<file path="config.mk">
export PLATFORM = sky130hd
export DESIGN_NAME = modem_path_router
export DESIGN_NICKNAME = d
export VERILOG_FILES = /design/src/rtl/modem_router_pkg.sv /design/src/rtl/pin_sync.sv /design/src/rtl/mode_decode.sv /design/src/rtl/modem_path_router.sv
export SDC_FILE = /design/constraint.sdc
export NUM_CORES = 1
export LEC_CHECK = 0
export BUFFER_PORTS_ARGS = -buffer_cell sky130_fd_sc_hd__buf_4
export CORE_ASPECT_RATIO = 0.9
export CORE_MARGIN = 10
export CORE_UTILIZATION = 45
export DETAILED_ROUTE_END_ITERATION = 16
export HOLD_SLACK_MARGIN = 0.15
export PLACE_DENSITY = 0.71
export SETUP_SLACK_MARGIN = 0.1
export SYNTH_ARGS = -nofsm -noshare
export SYNTH_HDL_FRONTEND = slang
export SYNTH_HIERARCHICAL = 1
export SYNTH_SLANG_ARGS = --single-unit
</file>
<file path="constraint.sdc">
create_clock -name clk -period 1.5 [get_ports clk]
set_clock_uncertainty 0.05 [all_clocks]
set_input_delay 0.3 -clock clk [delete_from_list [all_inputs] [get_ports clk]]
set_output_delay 0.3 -clock clk [all_outputs]
set_load 0.02 [all_outputs]
</file>
<file path="src/rtl/modem_router_pkg.sv">
package modem_router_pkg;

    localparam int NUM_PINS = 10;

    typedef enum logic [1:0] {
        MODE_DIAL     = 2'd0,
        MODE_LOW      = 2'd1,
        MODE_HS_SYNC  = 2'd2,
        MODE_HS_ASYNC = 2'd3
    } op_mode_e;

    typedef struct packed {
        logic test;
        logic hsk1;
        logic hsk2;
        logic high;
        logic sync;
        logic orig;
        logic aloop;
        logic lloop;
        logic rloop;
        logic rack;
    } pins_t;

    typedef struct packed {
        op_mode_e mode;
        logic     band_orig;
        logic     iso;
        logic     clk_from_rx;
        logic     rl_status;
    } route_t;

    localparam route_t ROUTE_RESET = '{mode: MODE_DIAL, band_orig: 1'b0, iso: 1'b0,
                                       clk_from_rx: 1'b0, rl_status: 1'b0};

endpackage

</file>
<file path="src/rtl/pin_sync.sv">
module pin_sync #(
    parameter int WIDTH  = 10,
    parameter int STAGES = 2
) (
    input  logic             clk,
    input  logic             rst_n,
    input  logic [WIDTH-1:0] async_in,
    output logic [WIDTH-1:0] sync_out
);
    localparam int LAST = STAGES - 1;

    logic [WIDTH-1:0] stage_q [STAGES];

    genvar s;
    generate
        for (s = 0; s < STAGES; s++) begin : g_stage
            always_ff @(posedge clk or negedge rst_n) begin
                if (!rst_n) begin
                    stage_q[s] <= '0;
                end else if (s == 0) begin
                    stage_q[s] <= async_in;
                end else begin
                    stage_q[s] <= stage_q[(s == 0) ? 0 : s - 1];
                end
            end
        end
    endgenerate

    assign sync_out = stage_q[LAST];
endmodule

</file>
<file path="src/rtl/mode_decode.sv">
module mode_decode
    import modem_router_pkg::*;
(
    input  pins_t  pins,
    output route_t route
);
    logic dial;
    logic lloop_on;
    logic rl_grant;

    always_comb begin
        dial     = !(pins.test || pins.hsk1 || pins.hsk2);
        lloop_on = !dial && pins.lloop;
        rl_grant = !dial && pins.high && pins.rloop && !pins.lloop;

        route = ROUTE_RESET;
        if (dial) begin
            route.mode = MODE_DIAL;
        end else if (!pins.high) begin
            route.mode = MODE_LOW;
        end else if (pins.sync) begin
            route.mode = MODE_HS_SYNC;
        end else begin
            route.mode = MODE_HS_ASYNC;
        end
        route.band_orig   = pins.orig ^ (!dial && pins.aloop);
        route.iso         = lloop_on;
        route.clk_from_rx = lloop_on && pins.high;
        route.rl_status   = rl_grant && pins.rack;
    end
endmodule

</file>
<file path="src/rtl/modem_path_router.sv">
module modem_path_router
    import modem_router_pkg::*;
#(
    parameter int SYNC_STAGES = 2
) (
    input  logic       clk,
    input  logic       rst_n,
    input  logic       test_sel,
    input  logic       hs_phase1,
    input  logic       hs_phase2,
    input  logic       speed_hi,
    input  logic       sync_sel,
    input  logic       orig_sel,
    input  logic       aloop_req,
    input  logic       lloop_req,
    input  logic       rloop_req,
    input  logic       rloop_ack,
    input  logic       term_txd,
    input  logic       rx_data,
    input  logic       int_tx_clk,
    input  logic       rx_rec_clk,
    output logic [1:0] op_mode,
    output logic       rx_band_orig,
    output logic       iso_out,
    output logic       term_rxd,
    output logic       tx_data_out,
    output logic       tx_clk_out,
    output logic       rl_status
);
    pins_t  pins_raw;
    pins_t  pins_sync;
    route_t route_d;
    route_t route_q;

    assign pins_raw = '{test: test_sel, hsk1: hs_phase1, hsk2: hs_phase2,
                        high: speed_hi, sync: sync_sel, orig: orig_sel,
                        aloop: aloop_req, lloop: lloop_req, rloop: rloop_req,
                        rack: rloop_ack};

    pin_sync #(.WIDTH(NUM_PINS), .STAGES(SYNC_STAGES)) i_pin_sync (
        .clk      (clk),
        .rst_n    (rst_n),
        .async_in (pins_raw),
        .sync_out (pins_sync)
    );

    mode_decode i_mode_decode (
        .pins  (pins_sync),
        .route (route_d)
    );

    always_ff @(posedge clk or negedge rst_n) begin
        if (!rst_n) begin
            route_q <= ROUTE_RESET;
        end else begin
            route_q <= route_d;
        end
    end

    always_comb begin
        op_mode      = route_q.mode;
        rx_band_orig = route_q.band_orig;
        iso_out      = route_q.iso;
        rl_status    = route_q.rl_status;
        term_rxd     = route_q.iso ? 1'b1 : rx_data;
        tx_data_out  = route_q.iso ? rx_data : term_txd;
        tx_clk_out   = route_q.clk_from_rx ? rx_rec_clk : int_tx_clk;
    end


    rl_speed_chk: assert property (@(posedge clk) disable iff (!rst_n)
        rl_status |-> op_mode[1]);


    rl_lloop_chk: assert property (@(posedge clk) disable iff (!rst_n)
        rl_status |-> !iso_out);


    dial_quiet_chk: assert property (@(posedge clk) disable iff (!rst_n)
        (op_mode == MODE_DIAL) |-> (!iso_out && !rl_status));


    rx_clk_path_chk: assert property (@(posedge clk) disable iff (!rst_n)
        route_q.clk_from_rx |-> (iso_out && op_mode[1]));
endmodule

</file>
==> results.json, run 1 <==
{
  "gr-total-overflow": 0,
  "drt-total-wl_um": 1139,
  "via_per_inst": 4.140,
  "finalHoldViolCount": 0,
  "synth_enable_flop_cells": 0,
  "htree_levels": 1,
  "crit_path_end_kind": "output port",
  "final_cell_count_no_fill": 100,
  "power_w": 0.001215,
  "synth_top_family_by_area": "buffers and inverters",
  "cts_buffers": 3,
  "synth-xor-area-share": 0.01031,
  "rows": 14,
  "max_slew.worst_pin.slew_ns": 0.3028,
  "grt_max_degree": 27,
  "ys_async_sr_fraction": 1.000,
  "finalCritPeriodShare": 1.010,
  "cts_root_buffer": "clkbuf_4",
  "fin_ws_ns": -0.01471,
  "route.detailed.drc": 0,
  "coreArea_um2": 1734,
  "diodes": 0,
  "p_leak_nw": 0.5265,
  "worstSkewPairLatency_ns": 0.31,
  "syn_nets": 67,
  "synthSimpleGateAreaFrac": 0.05891,
  "worstRegToRegCells": 2,
  "via_count": 414,
  "violations": "negative setup slack",
  "powerDensity_nw_per_um2": 1092,
  "ios": 24,
  "ys.flop_type": "dfrtp_1",
  "crit_fanout": 3,
  "grt_usage": 0.06468,
  "post-place-ws_ns": 0.3145,
  "grt_pass1_wl_um": 1945,
  "first_pass_iters": 1,
  "synthMuxAreaShare": 0.03535,
  "slew_headroom": 0.7981,
  "synth.top_cell.area_share": 0.7658,
  "cts_tree": "done",
  "ys_types": 12,
  "ys_seq_area_frac": 0.7658,
  "hold_depth": 0,
  "dieArea_um2": 4028,
  "antenna_found_initial": 0,
  "syn-instance-count": 51,
  "synth_fa_ha_area_frac": 0,
  "utilization": 0.6414,
  "wire_per_inst_um": 11.39,
  "r2r_slack_ns": 0.43,
  "cts_setup_buffers": 0,
  "period_needed_ns": 1.515,
  "ys_top_cells_by_area": "dfrtp_1 (77%), buf_4 (11%), mux2_4 (3.5%)",
  "dieHeight_um": 61.22,
  "io_buffers": 23,
  "whs_ns": 0.3116,
  "synth_top_cell_by_area": "dfrtp_1",
  "clock-sinks": 26,
  "initial_core_util": 0.4899,
  "startpoint_type": "flop",
  "gp_congestion": 0.7183,
  "grt_pass1_vias": 470,
  "irDropWorstVdd_mv": 0.7150,
  "synth_area_um2": 849.6,
  "ys.warnings.count": 6,
  "status": "finished with violations",
  "final-setup-viol-count": 1,
  "ys_seq_elements": 26,
  "cts_buffer_depth": 2,
  "dpl.cell_count": 85,
  "slew_violations": 0,
  "netlist_top_cells_count": "dfrtp_1 (26), buf_4 (13), mux2_4 (2), nor2b_1 (2)",
  "drive_gt1_frac": 0.3947,
  "rsz0062_at_grt": "true",
  "area_growth_pct": 30.93,
  "drt_iter0_markers": 0,
  "path_clk_slew_ns": 0.12,
  "cap_violations": 0,
  "hold_class": "flop to flop",
  "synth.most_common_cell": "dfrtp_1",
  "fin_nets": 93,
  "synth-compound-area-share": 0.01473,
  "max_freq_mhz": 660.2,
  "detail-route-antenna-nets": 0,
  "worstPathRequired_ns": 1.15,
  "fp.dieW_um": 65.80,
  "syn_area_per_cell_um2": 16.66,
  "criticalPathCategory": "flop to output port",
  "critPathArrivalTime_ns": 1.16
}
## layer usage
metal	track usage	vias to the layer above	part of all wire
li1	-	199	-
met1	0.06358	186	0.38
met2	0.09229	24	0.44
met3	0.03993	5	0.15
met4	0.06402	0	0.033
met5	0	-	0
## cell usage in the layout, fill, tap and decap left out, types with 2 or more instances in the layout
master / instances
dfrtp_1: 26
clkbuf_4: 3
buf_4: 20
buf_6: 3
dlygate4sd3_1: 11
nor2b_1: 2
mux2_4: 2
## timing repair
| action | in CTS | in global routing |
|---|---|---|
| endpoints found under the hold margin | 36 | 0 |
| endpoints found under the setup margin | 3 | 3 |
| resized for setup | 3 | 0 |
| hold buffers | 11 | 0 |
| pin swaps | 1 | 1 |
## through the flow
| stage | instance area [um^2] | setup TNS [ns] |
|---|---|---|
| final | 1112 | -0.01471 |
| after global routing | 1112 | -0.1056 |
| after CTS | 1112 | -0.03377 |
| after detailed placement | 954.7 | 0 |
| after global placement | 954.7 | 0 |
| after floorplan | 849.6 | 0 |
## final cells by class
cell class,instances,area (um^2)
multi-input combinational,12,101.3
tap,24,30.03
sequential,26,650.6
clock buffer,4,36.28
timing repair buffer,34,294.0
fill,130,621.8
## worst max-delay path, cell delays in order, from the launching register on
cell and delay, ns:
dfrtp_1 0.42, mux2_4 0.31, buf_6 0.13
## state kept, by name (all words and copies together), names as in the netlist
register and count:
i_pin_sync/stage_q 10, i_pin_sync/sync_out 10, iso_out 1, op_mode 2, rl_status 1, route_q 1
rx_band_orig 1
## kinds of logic after synthesis
family                    count (synthesis)
AOI/OAI and AO/OA                         2
xor gates and xnor gates                  1
buffers and inverters                    13
DFF                                      26
muxes                                     2
and+or+nand+nor                           7
## where the power goes
group	switching, W	leakage (nW)	internal, W
clock network	0.000181	0.0210	0.000148
registers	0.0000135	0.306	0.000738
logic	0.0000535	0.199	0.0000798
## worst paths after layout
kind / from / to
setup reg to reg: i_pin_sync/sync_out[7]$_DFF_PN0_ / route_q[1]$_DFF_PN0_
hold / removal: i_pin_sync/stage_q[17]$_DFF_PN0_ / i_pin_sync/sync_out[7]$_DFF_PN0_
setup / recovery: iso_out$_DFF_PN0_ / tx_data_out
hold reg to reg: i_pin_sync/stage_q[17]$_DFF_PN0_ / i_pin_sync/sync_out[7]$_DFF_PN0_
min in group asynchronous: rst_n / i_pin_sync/stage_q[13]$_DFF_PN0_
max in group asynchronous: rst_n / i_pin_sync/sync_out[1]$_DFF_PN0_
Power figures use the tool's default switching activity.
==> run 2, diff against run 1 <==
- PLACE_DENSITY: 0.71 -> 0.78
- SETUP_SLACK_MARGIN: 0.1 -> default
==> run 2 against run 1 <==
Net effect: the run still ends with negative setup slack left; routed wire length is 10% higher; worst hold slack hardly changed; core utilization is 1.4 points higher; flip-flop and latch count stayed put; combinational power is 3% higher; global-route usage is 0.74 points higher; cell count is 1.0% higher; critical path type unchanged; largest power group unchanged; highest routed layer unchanged.
==> results.json, run 2 (same netlist as run 1, synthesis figures left out) <==
{
  "gp_congestion": 0.7081,
  "hold_depth": 0,
  "cts_buffers": 3,
  "fill_cells": 118,
  "fin_nets": 94,
  "rsz0062_at_grt": "true",
  "first_pass_iters": 2,
  "seq_area_um2": 650.6,
  "clock-sinks": 26,
  "diodes": 0,
  "cap_violations": 0,
  "cts_buffer_depth": 2,
  "period_needed_ns": 1.534,
  "final_common_cell": "dfrtp_1",
  "path_clk_slew_ns": 0.13,
  "finalCritPeriodShare": 1.023,
  "cts_tree": "done",
  "via_per_inst": 4.178,
  "startpoint": "iso_out$_DFF_PN0_",
  "powerDensity_nw_per_um2": 1189,
  "slew_violations": 0,
  "slew_headroom": 0.8032,
  "gr-total-overflow": 0,
  "cp_slowest_cell": "dfrtp_1",
  "criticalPathCategory": "flop to output port",
  "r2r-start": "i_pin_sync/sync_out[7]$_DFF_PN0_",
  "max_slew.worst_pin.slew_ns": 0.2953,
  "dieHeight_um": 61.22,
  "crit_chain": "mux2_4, buf_6",
  "postPlaceCellArea_um2": 954.7,
  "rr_endpoint": "route_q[1]$_DFF_PN0_",
  "final-setup-viol-count": 2,
  "holdPathEnd": "i_pin_sync/sync_out[9]$_DFF_PN0_",
  "multi_input_area_um2": 101.3,
  "grt_max_degree": 27,
  "r2r_slack_ns": 0.44,
  "drt-total-wl_um": 1254,
  "drive_gt1_frac": 0.4026,
  "route.detailed.drc": 0,
  "wire_per_inst_um": 12.42,
  "finalHoldViolCount": 0,
  "rows": 14,
  "grt_pass1_vias": 494,
  "irDropWorstVdd_mv": 0.8317,
  "detail-route-antenna-nets": 0,
  "fin_area_um2": 1136,
  "cts_root_buffer": "clkbuf_4",
  "fin_ws_ns": -0.03446,
  "area_growth_pct": 33.73,
  "p_leak_nw": 0.5383,
  "grt_usage": 0.07206,
  "tns_ns": -0.05239,
  "startpoint_type": "flop",
  "worstPathRequired_ns": 1.15,
  "hold_class": "flop to flop",
  "status": "finished with violations",
  "via_count": 422,
  "max_freq_mhz": 651.7,
  "fp.dieW_um": 65.80,
  "final_cell_mix": "dfrtp_1 (26), buf_4 (21), dlygate4sd3_1 (11), clkbuf_4 (3), buf_6 (3)",
  "io_buffers": 23,
  "coreArea_um2": 1734,
  "crit_fanout": 3,
  "dieArea_um2": 4028,
  "hold_path_startpoint": "i_pin_sync/stage_q[19]$_DFF_PN0_",
  "drt_iter0_markers": 8,
  "worstSkewPairLatency_ns": 0.32,
  "critPathArrivalTime_ns": 1.18,
  "worstRegToRegCells": 2,
  "antenna_found_initial": 0,
  "utilization": 0.6551,
  "ios": 24,
  "cp_slowest_stage_delay_ns": 0.43,
  "grt_pass1_wl_um": 2166,
  "htree_levels": 1,
  "initial_core_util": 0.4899,
  "violations": "negative setup slack",
  "crit_path_end_kind": "output port"
}
==> run 2: per-stage QoR <==
stage / setup slack, ns / hold slack, ns / power (W) / cells
floorplan: 0.3361 / -0.04559 / 0.0008296 / 51
global placement: 0.3283 / 0.1563 / 0.0008705 / 85
detailed placement: 0.3079 / 0.1591 / 0.0008755 / 85
CTS: -0.03926 / 0.3142 / 0.001363 / 101
global route: -0.07894 / 0.3222 / 0.001404 / 101
finish: -0.03446 / 0.3116 / 0.001351 / 101
==> run 2: worst max path at each step <==
stage             endpoint  slack (ns)  depth (start not counted)
2_1_floorplan  tx_data_out        0.34                          1
3_3_place_gp   tx_data_out        0.33                          2
3_5_place_dp   tx_data_out        0.31                          2
4_1_cts        tx_data_out       -0.04                          2
5_1_grt        tx_data_out       -0.08                          2
6_report       tx_data_out       -0.03                          2
==> run 2: power by group <==
| part | switching, W | total, W | internal, W |
|---|---|---|---|
| sequential | 0.0000144 | 0.000753 | 0.000738 |
| clock | 0.000191 | 0.000461 | 0.000270 |
| combinational | 0.0000553 | 0.000137 | 0.0000819 |
==> run 2: timing repair <==
| item | in CTS | in global routing |
|---|---|---|
| hold endpoints to repair | 36 | 0 |
| setup buffers | 1 | 0 |
| hold buffers | 11 | 0 |
| setup endpoints to repair | 2 | 3 |
| resized for setup | 2 | 1 |
==> run 2: layout make-up <==
cell class,count,share of cell area
clock buffer,3,0.01982
clock inverter,1,0.02643
multi-input combinational,12,0.08921
sequential,26,0.5727
tap,24,0.02643
timing repair buffer,35,0.2654
==> run 2: critical path, delay by kind of cell, from the launching register on <==
kind                   cells  cell delay, ns
buffers and inverters      1            0.13
DFF                        1            0.43
muxes                      1            0.31
==> run 2: per-layer routing <==
layer / global-route usage / share of wire
met1: 0.06385 / 0.37
met2: 0.1212 / 0.47
met3: 0.04719 / 0.14
met4: 0.04573 / 0.022
met5: 0 / 0
